<file path="src/rtl/meas_mode_pkg.sv">
package meas_mode_pkg;

  typedef enum logic [2:0] {
    ST_STOP     = 3'd0,
    ST_FLUSH    = 3'd1,
    ST_NRM_FIX  = 3'd2,
    ST_NRM_ADP  = 3'd3,
    ST_SBY_TMR  = 3'd4,
    ST_SBY_WAKE = 3'd5
  } mm_state_e;

  localparam logic [1:0] REQ_NRM_FIX  = 2'd0;
  localparam logic [1:0] REQ_NRM_ADP  = 2'd1;
  localparam logic [1:0] REQ_SBY_TMR  = 2'd2;
  localparam logic [1:0] REQ_SBY_WAKE = 2'd3;

  function automatic mm_state_e req_to_state(logic [1:0] req);
    case (req)
      REQ_NRM_FIX: return ST_NRM_FIX;
      REQ_NRM_ADP: return ST_NRM_ADP;
      REQ_SBY_TMR: return ST_SBY_TMR;
      default:     return ST_SBY_WAKE;
    endcase
  endfunction

endpackage

</file>
<file path="src/rtl/mm_seq.sv">
module mm_seq
  import meas_mode_pkg::*;
#(
  parameter int FLUSH_CYC = 4
) (
  input  logic      clk_i,
  input  logic      rst_ni,
  input  logic      run_i,
  input  logic [1:0] req_i,
  output mm_state_e state_o
);
  localparam int FC_W = (FLUSH_CYC < 2) ? 1 : $clog2(FLUSH_CYC);
  localparam logic [FC_W-1:0] FC_LAST = FC_W'(FLUSH_CYC - 1);

  mm_state_e      st_q, st_d;
  logic [1:0]     tgt_q, tgt_d;
  logic [FC_W-1:0] fcnt_q, fcnt_d;
  logic           hold;

  // mode stays only while run is held and request matches the latched target
  assign hold = run_i && (req_i == tgt_q);

  always_comb begin
    st_d   = st_q;
    tgt_d  = tgt_q;
    fcnt_d = fcnt_q;
    case (st_q)
      ST_STOP: begin
        if (run_i) begin
          st_d   = ST_FLUSH;
          tgt_d  = req_i;
          fcnt_d = FC_LAST;
        end
      end
      ST_FLUSH: begin
        if (!hold)             st_d = ST_STOP;
        else if (fcnt_q == '0) st_d = req_to_state(tgt_q);
        else                   fcnt_d = fcnt_q - 1'b1;
      end
      default: begin
        if (!hold) st_d = ST_STOP;
      end
    endcase
  end

  always_ff @(posedge clk_i or negedge rst_ni) begin
    if (!rst_ni) begin
      st_q   <= ST_STOP;
      tgt_q  <= REQ_NRM_FIX;
      fcnt_q <= '0;
    end else begin
      st_q   <= st_d;
      tgt_q  <= tgt_d;
      fcnt_q <= fcnt_d;
    end
  end

  assign state_o = st_q;
endmodule

</file>
<file path="src/rtl/mm_rate_adapt.sv">
module mm_rate_adapt #(
  parameter int CALM_W = 4
) (
  input  logic              clk_i,
  input  logic              rst_ni,
  input  logic              en_i,
  input  logic              vld_i,
  input  logic              above_i,
  input  logic [CALM_W-1:0] calm_lim_i,
  output logic              hi_o
);
  localparam int CW1 = CALM_W + 1;

  logic              hi_q;
  logic [CALM_W-1:0] calm_q;
  logic [CW1-1:0]    lim_ext, calm_nxt;

  assign lim_ext  = (calm_lim_i == '0) ? CW1'(1) : {1'b0, calm_lim_i};
  assign calm_nxt = {1'b0, calm_q} + CW1'(1);

  always_ff @(posedge clk_i or negedge rst_ni) begin
    if (!rst_ni) begin
      hi_q   <= 1'b0;
      calm_q <= '0;
    end else if (!en_i) begin
      hi_q   <= 1'b0;
      calm_q <= '0;
    end else if (vld_i) begin
      if (above_i) begin
        hi_q   <= 1'b1;
        calm_q <= '0;
      end else if (hi_q) begin
        if (calm_nxt >= lim_ext) begin
          hi_q   <= 1'b0;
          calm_q <= '0;
        end else begin
          calm_q <= calm_nxt[CALM_W-1:0];
        end
      end
    end
  end

  assign hi_o = hi_q;
endmodule

</file>
<file path="src/rtl/mm_stby_timer.sv">
module mm_stby_timer #(
  parameter int TMR_W = 16
) (
  input  logic             clk_i,
  input  logic             rst_ni,
  input  logic             en_i,
  input  logic             tick_i,
  input  logic [TMR_W-1:0] ivl_i,
  output logic             pulse_o
);
  logic [TMR_W-1:0] cnt_q, last;
  logic             pulse_q;

  assign last = (ivl_i == '0) ? '0 : ivl_i - 1'b1;

  always_ff @(posedge clk_i or negedge rst_ni) begin
    if (!rst_ni) begin
      cnt_q   <= '0;
      pulse_q <= 1'b0;
    end else if (!en_i) begin
      cnt_q   <= '0;
      pulse_q <= 1'b0;
    end else begin
      pulse_q <= 1'b0;
      if (tick_i) begin
        if (cnt_q >= last) begin
          cnt_q   <= '0;
          pulse_q <= 1'b1;
        end else begin
          cnt_q <= cnt_q + 1'b1;
        end
      end
    end
  end

  assign pulse_o = pulse_q;
endmodule

</file>
<file path="src/rtl/mm_wake_irq.sv">
module mm_wake_irq (
  input  logic clk_i,
  input  logic rst_ni,
  input  logic en_i,
  input  logic above_i,
  input  logic ack_i,
  output logic wake_o,
  output logic irq_o
);
  logic wake_q, irq_q, ev;

  assign ev = en_i & above_i;

  always_ff @(posedge clk_i or negedge rst_ni) begin
    if (!rst_ni) begin
      wake_q <= 1'b0;
      irq_q  <= 1'b0;
    end else begin
      wake_q <= ev;
      irq_q  <= (irq_q & ~ack_i) | ev;  // set beats ack
    end
  end

  assign wake_o = wake_q;
  assign irq_o  = irq_q;
endmodule

</file>
<file path="src/rtl/meas_mode_ctrl.sv">
module meas_mode_ctrl
  import meas_mode_pkg::*;
#(
  parameter int FLUSH_CYC = 4,
  parameter int TMR_W     = 16,
  parameter int CALM_W    = 4
) (
  input  logic              clk_i,
  input  logic              rst_ni,
  input  logic              run_i,
  input  logic [1:0]        mode_req_i,
  input  logic              cmp_above_i,
  input  logic              samp_vld_i,
  input  logic              slow_tick_i,
  input  logic [TMR_W-1:0]  stby_ivl_i,
  input  logic [CALM_W-1:0] calm_lim_i,
  input  logic              int_ack_i,
  output logic              samp_en_o,
  output logic              rate_hi_o,
  output logic              low_pwr_o,
  output logic              flush_o,
  output logic              irq_o
);
  mm_state_e st;
  logic      adp_hi, tmr_pulse, wake;

  mm_seq #(.FLUSH_CYC(FLUSH_CYC)) u_seq (
    .clk_i   (clk_i),
    .rst_ni  (rst_ni),
    .run_i   (run_i),
    .req_i   (mode_req_i),
    .state_o (st)
  );

  mm_rate_adapt #(.CALM_W(CALM_W)) u_rate (
    .clk_i      (clk_i),
    .rst_ni     (rst_ni),
    .en_i       (st == ST_NRM_ADP),
    .vld_i      (samp_vld_i),
    .above_i    (cmp_above_i),
    .calm_lim_i (calm_lim_i),
    .hi_o       (adp_hi)
  );

  mm_stby_timer #(.TMR_W(TMR_W)) u_tmr (
    .clk_i   (clk_i),
    .rst_ni  (rst_ni),
    .en_i    (st == ST_SBY_TMR),
    .tick_i  (slow_tick_i),
    .ivl_i   (stby_ivl_i),
    .pulse_o (tmr_pulse)
  );

  mm_wake_irq u_wake (
    .clk_i   (clk_i),
    .rst_ni  (rst_ni),
    .en_i    (st == ST_SBY_WAKE),
    .above_i (cmp_above_i),
    .ack_i   (int_ack_i),
    .wake_o  (wake),
    .irq_o   (irq_o)
  );

  always_comb begin
    samp_en_o = 1'b0;
    rate_hi_o = 1'b0;
    low_pwr_o = 1'b0;
    flush_o   = 1'b0;
    case (st)
      ST_FLUSH:    flush_o = 1'b1;
      ST_NRM_FIX:  begin samp_en_o = 1'b1; rate_hi_o = 1'b1; end
      ST_NRM_ADP:  begin samp_en_o = 1'b1; rate_hi_o = adp_hi; end
      ST_SBY_TMR:  begin samp_en_o = tmr_pulse; low_pwr_o = 1'b1; end
      ST_SBY_WAKE: begin samp_en_o = wake; low_pwr_o = 1'b1; end
      default: ;
    endcase
  end
endmodule

</file>
<file path="config.mk">
export PLATFORM = sky130hd
export DESIGN_NAME = meas_mode_ctrl
export DESIGN_NICKNAME = d
export VERILOG_FILES = /design/src/rtl/meas_mode_pkg.sv /design/src/rtl/mm_seq.sv /design/src/rtl/mm_rate_adapt.sv /design/src/rtl/mm_stby_timer.sv /design/src/rtl/mm_wake_irq.sv /design/src/rtl/meas_mode_ctrl.sv
export SDC_FILE = /design/constraint.sdc
export NUM_CORES = 1
export LEC_CHECK = 0
export BUFFER_PORTS_ARGS = -buffer_cell sky130_fd_sc_hd__buf_4
export CAP_MARGIN = 40
export CORE_ASPECT_RATIO = 1.5
export CORE_MARGIN = 4
export CORE_UTILIZATION = 29
export DETAILED_ROUTE_END_ITERATION = 10
export GPL_TIMING_DRIVEN = 0
export PLACE_DENSITY = 0.51
export SYNTH_ARGS = -nofsm -noshare
export SYNTH_HDL_FRONTEND = slang
export SYNTH_SLANG_ARGS = --single-unit
</file>
<file path="constraint.sdc">
create_clock -name clk_i -period 2.7 [get_ports clk_i]
set_input_delay 0.405 -clock clk_i [delete_from_list [all_inputs] [get_ports clk_i]]
set_output_delay 0.405 -clock clk_i [all_outputs]
set_load 0.1 [all_outputs]
</file>
Yosys cells after proc, flatten, opt, wreduce, memory -nomap -nowiden
Index checks and enable logic that the tools add are counted.
W data, S select, Z words.
{"block": "totals", "regBits": 31, "in_bits": 29, "output_inout_bits": 5}
{"block": "op_classes", "n_addsub": 4, "order_cmp": 2, "eq_ne": 16, "n_mux": 32, "n_bitwise": 4, "reduce_logical": 13}
{"cell": "$mux W16", "n": 4}
{"cell": "$mux W4", "n": 6}
{"cell": "$add A16 B1 Y16 const B", "n": 1}
{"cell": "$ge A16 B16 Y1", "n": 1}
{"cell": "$logic_not A16 Y1", "n": 1}
{"cell": "$sub A16 B1 Y16 const B", "n": 1}
{"cell": "$mux W3", "n": 4}
{"cell": "$mux W1", "n": 10}
{"cell": "$ne A3 B3 Y1 const B", "n": 3}
{"cell": "$pmux W3 S3", "n": 1}
{"cell": "$ne A2 B2 Y1 const B", "n": 4}
{"cell": "$eq A3 B2 Y1 const B", "n": 2}
{"cell": "$eq A3 B3 Y1 const B", "n": 2}
{"cell": "$mux W2", "n": 3}
{"cell": "$pmux W3 S2", "n": 1}
{"cell": "$add A4 B1 Y5 const B", "n": 1}
{"cell": "$ge A5 B5 Y1", "n": 1}
{"cell": "$logic_not A2 Y1", "n": 2}
{"cell": "$logic_not A4 Y1", "n": 1}
{"cell": "$pmux W2 S2", "n": 1}
{"cell": "$reduce_and A2 Y1", "n": 2}
{"cell": "$reduce_and A4 Y1", "n": 1}
{"cell": "$reduce_or A2 Y1", "n": 2}
{"cell": "$eq A3 B1 Y1 const B", "n": 1}
{"cell": "other kinds (14)", "n": 15}

Longest topological paths before layout
{"block": "logic_depth", "ltp_word": 8, "mapped_depth": 13}

Modules after synthesis
Synthesis repeated with hierarchy kept, for this count alone.
{"block": "unflattened", "cells_unflattened": 294, "area_unflattened_um2": 2560.0}
{"module": "mm_stby_timer", "n_inst": 1, "cells_each": 198, "area_each_um2": 1611.5, "seq_area_each_um2": 425.4}
{"module": "mm_rate_adapt", "n_inst": 1, "cells_each": 42, "area_each_um2": 416.6, "seq_area_each_um2": 125.1}
{"module": "mm_seq", "n_inst": 1, "cells_each": 37, "area_each_um2": 401.6, "seq_area_each_um2": 175.2}
{"module": "mm_wake_irq", "n_inst": 1, "cells_each": 5, "area_each_um2": 70.1, "seq_area_each_um2": 50.0}
{"module": "meas_mode_ctrl", "n_inst": 1, "cells_each": 12, "area_each_um2": 60.1, "seq_area_each_um2": 0.0}

Least setup slack after synthesis
No wires, ideal clock.
{"block": "synth_timing", "path_kind": "input -> register", "startpoint": "in stby_ivl_i[9]", "endpoint": "reg u_tmr.cnt_q[12]", "setup_ps": 80, "t_arrival_ps": 3085, "required_time_ps": 2620, "path_slack_ps": -465, "stages": 12, "cell_sequence": "or4_1 -> and4bb_1 -> nand2_1 -> xnor2_1 -> nand2_1 -> ha_1 -> a21o_1 -> a21o_1 -> a2111oi_4 -> a21boi_2 -> buf_6 -> nor3_2"}
{"block": "synth_between", "elab_chain_len": 6}
{"item": "start: declaration", "line": "meas_mode_ctrl.sv:15", "source": "input logic [TMR_W-1:0] stby_ivl_i,"}
{"item": "$sub A16 B1 Y16 / $logic_not A16 Y1 (equally long branches)", "line": "mm_stby_timer.sv:14", "source": "assign last = (ivl_i == '0) ? '0 : ivl_i - 1'b1;"}
{"item": "$mux W16 (*)", "line": "mm_stby_timer.sv:14"}
{"item": "$ge A16 B16 Y1 (*)", "line": "mm_stby_timer.sv:26", "source": "if (cnt_q >= last) begin"}
{"item": "$mux W16 (*)", "line": "mm_stby_timer.sv:26"}
{"item": "$mux W16 (*)", "line": "mm_stby_timer.sv:25", "source": "if (tick_i) begin"}
{"item": "$mux W16 (*)", "line": "mm_stby_timer.sv:20", "source": "end else if (!en_i) begin"}
{"item": "end signal: assignment", "line": "mm_stby_timer.sv:30", "source": "cnt_q <= cnt_q + 1'b1;"}
{"item": "end: declaration", "line": "mm_stby_timer.sv:11", "source": "logic [TMR_W-1:0] cnt_q, last;"}
Mark *: on every way between the ends. The rest lies on a longest branch, timed or not. The select of a mux whose other input is x is not followed.
A chain may end at the register's enable or synchronous reset.

Worst setup path after layout
{"block": "layout_timing", "startpoint": "in stby_ivl_i[9]", "endpoint": "reg u_tmr.cnt_q[3]"}
Same word-level chain as after synthesis.

==> results.py <==
metrics = {
    "die": {
        "die_area_um2": 10600,
        "top_level_ports": 34,
        "initial_core_util": 0.296,
        "core-area_um2": 8830,
        "die_h_um": 124,
        "rows": 42,
        "die_w_um": 85.5,
    },
    "logic_synthesis": {
        "synth.distinct_cells": 51,
        "synth_area_leaders": "dfrtp_1 30%, ha_1 12%, xnor2_1 6.0%",
        "synth-edff-count": 0,
        "synth-async-reset-ratio": 1.00,
        "syn_nets": 343,
        "synth_common_cells": "38 x nand2_1, 31 x dfrtp_1, 25 x ha_1",
        "synth_top_cell_area_share": 0.297,
        "yosysMostFrequentCell": "nand2_1",
        "ys.flop_type": "dfrtp_1",
        "synth_seq_area_share": 0.297,
        "synth-seq-cells": 31,
        "yosysWarnings": 0,
        "synth_area_um2": 2610,
        "syn_inst": 289,
        "syn_area_per_cell_um2": 9.03,
        "synth_area_leader_cell": "dfrtp_1",
    },
    "finish": {
        "syn_to_final_growth_pct": 29.6,
        "fin_nets": 396,
        "drive_gt1_frac": 0.292,
        "multiInputGateArea_um2": 1830,
        "nFillCells": 915,
        "final_cells": 453,
        "regArea_um2": 776,
        "diodes": 0,
    },
    "placement": {
        "dp.cells": 432,
        "portBuffers": 33,
        "gp_congestion": 0.763,
        "dp_hpwl_um": 4400,
    },
    "global_route": {
        "grt_pass1_wl_um": 9980,
        "grt_pass1_vias": 2224,
        "grt_overflow": 0,
        "grt_use_total": 0.116,
        "grt_max_degree": 32,
        "antenna_found_initial": 0,
    },
    "clock_network": {
        "clock_latency_ns": 0.27,
        "clkTransAtPathRegs_ns": 0.05,
        "cts_buffers": 5,
        "clock_path_buffers": 2,
        "cts_tree": "done",
        "clock-root-buffer": "clkbuf_16",
        "clock_sinks": 31,
        "hold_buffers": 0,
        "htree_levels": 2,
    },
    "worst_setup_path": {
        "cpPeakStageDelay_ns": 0.55,
        "worst-path-buf-inv": 3,
        "slowest_stage": "or4_4",
        "worstSetupEndpointType": "flip-flop",
        "worstSetupPathType": "in -> reg",
        "required_ns": 2.89,
        "startpoint_type": "primary input",
        "cp_top_family": "simple AND/OR/NAND/NOR gates",
        "crit_fanout": 4,
        "arrival_ns": 3.20,
        "crit_chain": "buf_6 -> or4_4 -> and4bb_1 -> nand2_1 -> xnor2_1 -> nand2_1 -> ha_4 -> nand4_1 -> buf_4 -> nor3_2 -> a2111oi_4 -> buf_4 -> nand4_1 -> a31oi_1",
    },
    "pwr": {
        "pwr-share-comb": 0.328,
        "ir_drop_mv": 0.555,
        "seqPwrFrac": 0.342,
        "intPower_uw": 1040,
        "swShare": 0.361,
        "switchingPower_uw": 589,
        "clockPowerShare": 0.330,
        "p_leak_uw": 0.00149,
        "powerDensity_nw_per_um2": 482,
        "power.total_uw": 1630,
    },
    "sta": {
        "finalHoldViolCount": 0,
        "fin_worst_skew_ns": 0.00635,
        "worstMarginPinSlew_ns": 0.449,
        "finalCritPeriodShare": 1.11,
        "fin_hold_ws_ns": 0.0591,
        "relSlewSlack": 0.699,
        "slew_violations": 0,
        "rsz0062_at_grt": "yes",
        "finalWorstSetupSlack_ns": -0.305,
        "setup_viol_count_final": 17,
        "fin_crit_ns": 3.00,
        "max_freq_mhz": 333,
        "final.setup.tns_ns": -4.28,
    },
    "drt": {
        "wl_um": 5830,
        "antenna_left": 0,
        "dr_total_vias": 2223,
        "route.detailed.drc": 0,
        "wl_per_cell_um": 12.9,
        "drt_iter0_drc": 41,
        "avgViaCountPerCell": 4.91,
        "dr.pass1.iters": 5,
    },
    "min_path": {
        "hold_class": "in -> async",
    },
    "run_status": {
        "failed_checks": "setup timing",
        "outcome": "finished with violations",
    },
    "job": {
        "maxCapViolations": 0,
    },
}
==> cell usage in the layout (no fill, tap or decap), types with 3 or more instances in the layout <==
cell type and count:
a21o_1 4, a21oi_1 11, and2_1 3, buf_4 40, buf_6 8, clkbuf_16 5
clkinv_2 3, dfrtp_1 31, ha_1 22, ha_4 3, inv_1 17, mux2_2 3
nand2_1 36, nand2b_1 9, nand3_1 6, nand4_1 11, nor2_1 22, nor2b_1 6
nor3_1 7, nor3_2 13, o21ai_0 6, xnor2_1 17, xnor2_2 4, xor2_1 9
==> logic make-up after synthesis <==
| group | Yosys count | synth area share |
|---|---|---|
| and+or+nand+nor | 134 | 0.282 |
| AOI/OAI and AO/OA | 43 | 0.130 |
| DFF | 31 | 0.297 |
| xor gates and xnor gates | 30 | 0.109 |
| adders and majority gates | 25 | 0.120 |
| buffers and inverters | 23 | 0.0484 |
| muxes | 3 | 0.0129 |
==> worst register-to-register path: cells and delay by family (launching register included) <==
family / cells / cell delay [ns]
compound gates: 3 / 0.86
flops: 1 / 0.44
fa+ha+maj: 1 / 0.29
buf+inv: 2 / 0.27
simple gates: 2 / 0.23
==> area by class of cell <==
type                       count  share of cell area
inverter                      17              0.0189
tap                          110              0.0407
sequential                    31               0.229
buffer                         6              0.0203
multi-input combinational    235               0.541
clock inverter                 3             0.00444
timing repair buffer          46               0.109
clock buffer                   5              0.0370
==> what timing repair did <==
action                                  CTS  global route
resized for setup                        16             8
pin swaps                                16            12
gates cloned                              1             0
buffers inserted                         10             2
hold endpoints to repair                  0             0
endpoints found under the setup margin   17            17
==> power by group through the flow <==
stage | clock (uW) | sequential [uW] | combinational, uW
6_report | 537 | 557 | 535
5_1_grt | 573 | 566 | 592
4_1_cts | 550 | 557 | 537
3_5_place_dp | 0 | 565 | 526
3_3_place_gp | 0 | 563 | 517
2_1_floorplan | 0 | 562 | 383
==> sequential cells by signal, summed over array words and instances, names as in the netlist <==
name and cells:
u_seq.fcnt_q 2, u_seq.tgt_q 2, u_tmr.pulse_o 1, u_wake.irq_o 1, u_wake.wake_o 1, u_seq.state_o 3
u_tmr.cnt_q 16, u_rate.calm_q 4, u_rate.hi_o 1
==> per-stage QoR <==
step	cell area [um2]	utilization	worst slack [ns]
after global placement	3010	0.341	-0.907
final	3380	0.383	-0.305
after floorplan	2620	-	-0.332
after CTS	3320	0.376	-0.330
after global routing	3380	0.383	-0.463
after detailed placement	3010	0.341	-0.893
==> final timing paths <==
| path | from | end | slack (ns) | depth (start not counted) |
|---|---|---|---|---|
| min in group clk_i | mode_req_i[1] | u_seq.tgt_q[1]$_DFFE_PN0P_ | 0.38 | 2 |
| max in group asynchronous | rst_ni | u_tmr.cnt_q[13]$_DFFE_PN0P_ | 2.34 | 1 |
| hold reg to reg | u_wake.irq_o$_DFF_PN0_ | u_wake.irq_o$_DFF_PN0_ | 0.48 | 1 |
| setup reg to reg | u_tmr.cnt_q[0]$_DFFE_PN0P_ | u_tmr.cnt_q[3]$_DFFE_PN0P_ | 0.54 | 8 |
| setup / recovery | stby_ivl_i[9] | u_tmr.cnt_q[3]$_DFFE_PN0P_ | -0.30 | 14 |
| hold / removal | rst_ni | u_rate.calm_q[0]$_DFFE_PN0P_ | 0.06 | 1 |
==> per-layer routing <==
metal / GRT usage / wire length [um] / part of all wire
met2: 0.218 / 3010 / 0.52
met5: 0 / 0 / 0
met1: 0.131 / 2480 / 0.43
met4: 0.0416 / 80 / 0.014
met3: 0.0185 / 263 / 0.045
(Power assumes the default switching activity.)
